File: src/rtl/rxf_pkg.sv
package rxf_pkg;
    localparam int CSR_W        = 32;
    localparam int STS_CNT_LSB  = 0;
    localparam int STS_FULL_BIT = 3;
    localparam int STS_OVR_BIT  = 4;
    localparam int STS_REL_BIT  = 5;
endpackage

File: src/rtl/rxf_ring.sv
module rxf_ring #(
    parameter int DEPTH = 3,
    parameter int MSG_W = 32
) (
    input  logic             clk,
    input  logic             rst_n,
    input  logic             push,
    input  logic             pop,
    input  logic [MSG_W-1:0] wdata,
    output logic [MSG_W-1:0] head
);
    localparam int PTR_W = (DEPTH > 1) ? $clog2(DEPTH) : 1;
    localparam logic [PTR_W-1:0] LAST = PTR_W'(DEPTH - 1);

    typedef struct packed {
        logic [DEPTH-1:0][MSG_W-1:0] mem;
        logic [PTR_W-1:0]            wr;
        logic [PTR_W-1:0]            rd;
    } ring_t;

    ring_t r_d, r_q;

    function automatic logic [PTR_W-1:0] step(input logic [PTR_W-1:0] p);
        return (p == LAST) ? '0 : p + 1'b1;
    endfunction

    always_comb begin
        r_d = r_q;
        if (push) begin
            r_d.mem[r_q.wr] = wdata;
            r_d.wr          = step(r_q.wr);
        end
        if (pop) begin
            r_d.rd = step(r_q.rd);
        end
    end

    always_ff @(posedge clk or negedge rst_n) begin
        if (!rst_n) r_q <= '0;
        else        r_q <= r_d;
    end

    assign head = r_q.mem[r_q.rd];
endmodule

File: src/rtl/rxf_status.sv
module rxf_status
    import rxf_pkg::*;
#(
    parameter int DEPTH = 3,
    parameter int CNT_W = 2
) (
    input  logic             clk,
    input  logic             rst_n,
    input  logic             store_vld,
    input  logic             wr_en,
    input  logic [CSR_W-1:0] wdata,
    output logic             push,
    output logic             pop,
    output logic [CNT_W-1:0] cnt,
    output logic             full,
    output logic             ovr,
    output logic             rel
);
    localparam logic [CNT_W-1:0] CNT_MAX = CNT_W'(DEPTH);

    typedef struct packed {
        logic [CNT_W-1:0] cnt;
        logic             full;
        logic             ovr;
        logic             rel;
    } sts_t;

    sts_t s_d, s_q;
    logic room;

    always_comb begin
        s_d  = s_q;
        pop  = s_q.rel && (s_q.cnt != '0);
        room = (s_q.cnt != CNT_MAX) || pop;
        push = store_vld && room;

        s_d.cnt  = s_q.cnt + CNT_W'(push) - CNT_W'(pop);
        s_d.full = (push && (s_d.cnt == CNT_MAX))
                 || (s_q.full && !(wr_en && wdata[STS_FULL_BIT]));
        s_d.ovr  = (store_vld && !room)
                 || (s_q.ovr && !(wr_en && wdata[STS_OVR_BIT]));
        // A pending request is consumed this cycle; a fresh write re-arms it.
        s_d.rel  = wr_en && wdata[STS_REL_BIT];
    end

    always_ff @(posedge clk or negedge rst_n) begin
        if (!rst_n) s_q <= '0;
        else        s_q <= s_d;
    end

    assign cnt  = s_q.cnt;
    assign full = s_q.full;
    assign ovr  = s_q.ovr;
    assign rel  = s_q.rel;
endmodule

File: src/rtl/rx_msg_fifo.sv
module rx_msg_fifo
    import rxf_pkg::*;
#(
    parameter int DEPTH = 3,
    parameter int MSG_W = 32
) (
    input  logic             clk,
    input  logic             rst_n,
    input  logic             store_vld,
    input  logic [MSG_W-1:0] store_msg,
    input  logic             csr_wr_en,
    input  logic [31:0]      csr_wdata,
    output logic [31:0]      csr_rdata,
    output logic             mbox_vld,
    output logic [MSG_W-1:0] mbox_msg
);
    localparam int CNT_W = $clog2(DEPTH + 1);

    logic             push, pop, full, ovr, rel;
    logic [CNT_W-1:0] cnt;

    rxf_status #(.DEPTH(DEPTH), .CNT_W(CNT_W)) u_status (
        .clk       (clk),
        .rst_n     (rst_n),
        .store_vld (store_vld),
        .wr_en     (csr_wr_en),
        .wdata     (csr_wdata),
        .push      (push),
        .pop       (pop),
        .cnt       (cnt),
        .full      (full),
        .ovr       (ovr),
        .rel       (rel)
    );

    rxf_ring #(.DEPTH(DEPTH), .MSG_W(MSG_W)) u_ring (
        .clk   (clk),
        .rst_n (rst_n),
        .push  (push),
        .pop   (pop),
        .wdata (store_msg),
        .head  (mbox_msg)
    );

    always_comb begin
        csr_rdata                                = '0;
        csr_rdata[STS_CNT_LSB +: CNT_W]          = cnt;
        csr_rdata[STS_FULL_BIT]                  = full;
        csr_rdata[STS_OVR_BIT]                   = ovr;
        csr_rdata[STS_REL_BIT]                   = rel;
    end

    assign mbox_vld = (cnt != '0);
endmodule

File: config.mk
export PLATFORM = sky130hd
export DESIGN_NAME = rx_msg_fifo
export DESIGN_NICKNAME = d
export VERILOG_FILES = /design/src/rtl/rxf_pkg.sv /design/src/rtl/rxf_ring.sv /design/src/rtl/rxf_status.sv /design/src/rtl/rx_msg_fifo.sv
export SDC_FILE = /design/constraint.sdc
export NUM_CORES = 1
export LEC_CHECK = 0
export CAP_MARGIN = 20
export CORE_UTILIZATION = 41
export CTS_CLUSTER_SIZE = 40
export DETAILED_ROUTE_END_ITERATION = 12
export PLACE_DENSITY_LB_ADDON = 0.3
export SLEW_MARGIN = 25
export SYNTH_ARGS = -nofsm -noshare
export SYNTH_HDL_FRONTEND = slang
export SYNTH_SLANG_ARGS = --single-unit
File: constraint.sdc
create_clock -name clk -period 1.9 [get_ports clk]
set_clock_uncertainty 0.05 [all_clocks]
set_input_delay 0.19 -clock clk [delete_from_list [all_inputs] [get_ports clk]]
set_output_delay 0.19 -clock clk [all_outputs]
set_load 0.005 [all_outputs]
==> metrics.cfg <==
[grt]
antenna_found_initial=0
grt.overflow.total=0
grt_pass1_vias=3321
track_usage_pct=17.62
grt_pass1_wl_um=17080
grt_start_max_net_pins=47

[setup_path]
crit_type=flip-flop to primary output
end_kind=primary output
cp.required_ns=1.66
critPathMaxFanout=10
arrival_ns=1.62
startpoint_type=flip-flop

[drt]
routed_via_density=4.830
wire_per_inst_um=16.56
ant_nets=0
wl_um=10600
drtIter0Drc=107
vias=3091
drc=0
drtPass1Iterations=4

[die]
rows=40
start_util_pct=42.25
die-area_um2=12930
die_w_um=113.7
io-pin-count=133
die_h_um=113.7
design.core.area_um2=12110

[sta]
finalCritPeriodShare_pct=97.94
holdWs_ns=0.2803
timing.fmax_mhz=537.4
layout_setup_ws_ns=0.03912
grt_setup_unrepaired=yes
setup_viol=0
setup_tns_ns=0
hold_violations=0
layout_min_cycle_time_ns=1.861
slew_viol_final=0

[synth]
synth_edf_count=0
synth_top_flop_cell=dfrtp_1
netlist.area_leader.share_pct=51.34
syn_avg_cell_area_um2=13.57
netlist_area_um2=5117
async_flop_share_pct=100.0
yosysMostFrequentCell=dfrtp_1
synth_commonest_cells=dfrtp_1 (105), mux2_4 (59), mux2_2 (38), nand2_1 (35), mux2i_1 (32)
synth.area.top_cells=dfrtp_1 (51%), mux2_4 (17%), mux2_2 (8.4%), mux2i_1 (6.3%), buf_4 (4.4%)
synth_top_area_cell=dfrtp_1
ys_seq_area_share_pct=51.34
synth_seq_cells=105
syn_inst=377
yosys_warnings=0
synth_cell_types=28

[final_layout]
seq_area_um2=2631
layout-drive-gt1-share_pct=37.92
final_area_um2=6490
insertedDiodeCount=0
fill_cells=1029
fin_cells=640
multiInputGateArea_um2=2235
synthToLayoutAreaGrowth_pct=26.82
final_nets=537

[clock_tree]
cts.sinks=105
root_buffer=clkbuf_16
cts_tree=done
numCtsBuffers=9
clk_latency_ns=0.35
cts_buffer_depth=2
cts_max_level=3
clk_pin_slew_ns=0.07

[pwr]
pwr-share-seq_pct=34.7
p_int_uw=8111
power_frac_clock_pct=19.1
switching_share_pct=30.73
p_leak_uw=0.002941
power_density_nw_per_um2=1804
p_comb_share_pct=46.2
vdd_drop_max_uv=922.2
p_sw_uw=3598

[placed_design]
gp_congestion=0.7105
io_buffers=76
dp_cells=616
place_ws_ns=-0.05463
hpwl_um=6686
dpl_cell_area_um2=6105

[flow_run]
cap_violations=0

[hold_path]
hold_path.class=primary input to asynchronous set/reset pin

[outcome]
status=completed

-- worst max-delay path: stages, from the launching register on --
cell	delay, ns
dfrtp_2	0.43
buf_4	0.16
buf_12	0.15
mux2i_1	0.11
o21ai_0	0.14
dlygate4sd2_1	0.27
-- final cells by class --
type                            instances  share of cell area [%]
Timing Repair Buffer                  105                   16.08
Inverter                                3                  0.1735
Clock inverter                          6                   2.005
Sequential cell                       105                   40.54
Clock buffer                           10                   3.528
Multi-Input combinational cell        243                   34.43
Tap cell                              168                   3.239
-- layout by cell type (no fill, tap or decap), types with 3 or more instances in the layout --
master and instances:
clkdlybuf4s15_1 3, mux2i_1 29, clkbuf_2 9, inv_1 3
clkdlybuf4s50_1 43, buf_4 13, o21ai_1 14, o21ai_0 14
dfrtp_2 3, clkbuf_16 9, dfrtp_1 102, mux2_2 38
mux2i_2 3, o21ai_2 6, buf_2 10, buf_12 11
conb_1 27, nand2_1 35, mux2_4 59, bufinv_16 4
dlygate4sd2_1 10, buf_6 4
-- registers in the layout (all words and copies together), names as in the netlist --
register / cells
u_ring.r_q: 100
u_status.cnt: 2
u_status.full: 1
u_status.ovr: 1
u_status.rel: 1
-- per-layer routing --
layer	vias to the layer above	share of wire, %	global-route usage (%)	routed length [µm]
met5	-	0	0	0
met4	0	1.4	5.702	148
met3	13	4.7	4.729	503
met2	86	49	29.59	5235
met1	1563	44	22.10	4711
li1	1429	-	-	-
-- final timing paths --
| path | startpoint | endpoint | slack (ns) | cells after the start |
|---|---|---|---|---|
| worst max-delay path | u_ring.r_q[1]$_DFFE_PN0N_ | mbox_msg[25] | 0.04 | 5 |
| worst min-delay path | rst_n | u_ring.r_q[23]$_DFFE_PN0P_ | 0.28 | 2 |
| worst max register to register | u_status.cnt[1]$_DFF_PN0_ | u_status.full$_DFF_PN0_ | 0.07 | 8 |
| worst min register to register | u_status.ovr$_DFF_PN0_ | u_status.ovr$_DFF_PN0_ | 0.44 | 2 |
| max in group asynchronous | rst_n | u_ring.r_q[1]$_DFFE_PN0N_ | 0.87 | 3 |
| min in group clk | csr_wdata[5] | u_status.rel$_DFF_PN0_ | 0.39 | 2 |
-- cell families (layout without fill, tap and decap cells) --
group,count (synthesis),in the layout,share of synthesized area [%]
and+or+nand+nor,44,44,3.814
DFF,105,105,51.34
other,1,27,0.07328
AOI/OAI and AO/OA,39,39,4.156
adders and majority gates,2,2,0.4889
buffers and inverters,55,124,7.848
xor gates and xnor gates,2,2,0.3424
muxes,129,129,31.93
-- through the flow --
| stage | utilization, % | power [µW] |
|---|---|---|
| after global routing | 53.58 | 12400 |
| after CTS | 53.92 | 11870 |
| after global placement | 50.40 | 9498 |
| after floorplan | - | 7240 |
| after detailed placement | 50.40 | 9665 |
| final | 53.58 | 11710 |
-- power groups by stage --
stage | combinational (µW) | sequential, µW | clock, µW
floorplan | 3390 | 3850 | 0
global placement | 5500 | 4000 | 0
detailed placement | 5620 | 4040 | 0
CTS | 5550 | 4030 | 2290
global route | 5850 | 4180 | 2370
finish | 5410 | 4060 | 2240
-- timing repair --
item                                   CTS  global route
gates resized for setup                 78            36
pin swaps                                3             3
cloned                                   1             0
endpoints found under the hold margin   31             0
setup endpoints to repair               32            24
hold buffers                             1             0
buffers inserted                         8             0
(Power assumes the default switching activity.)
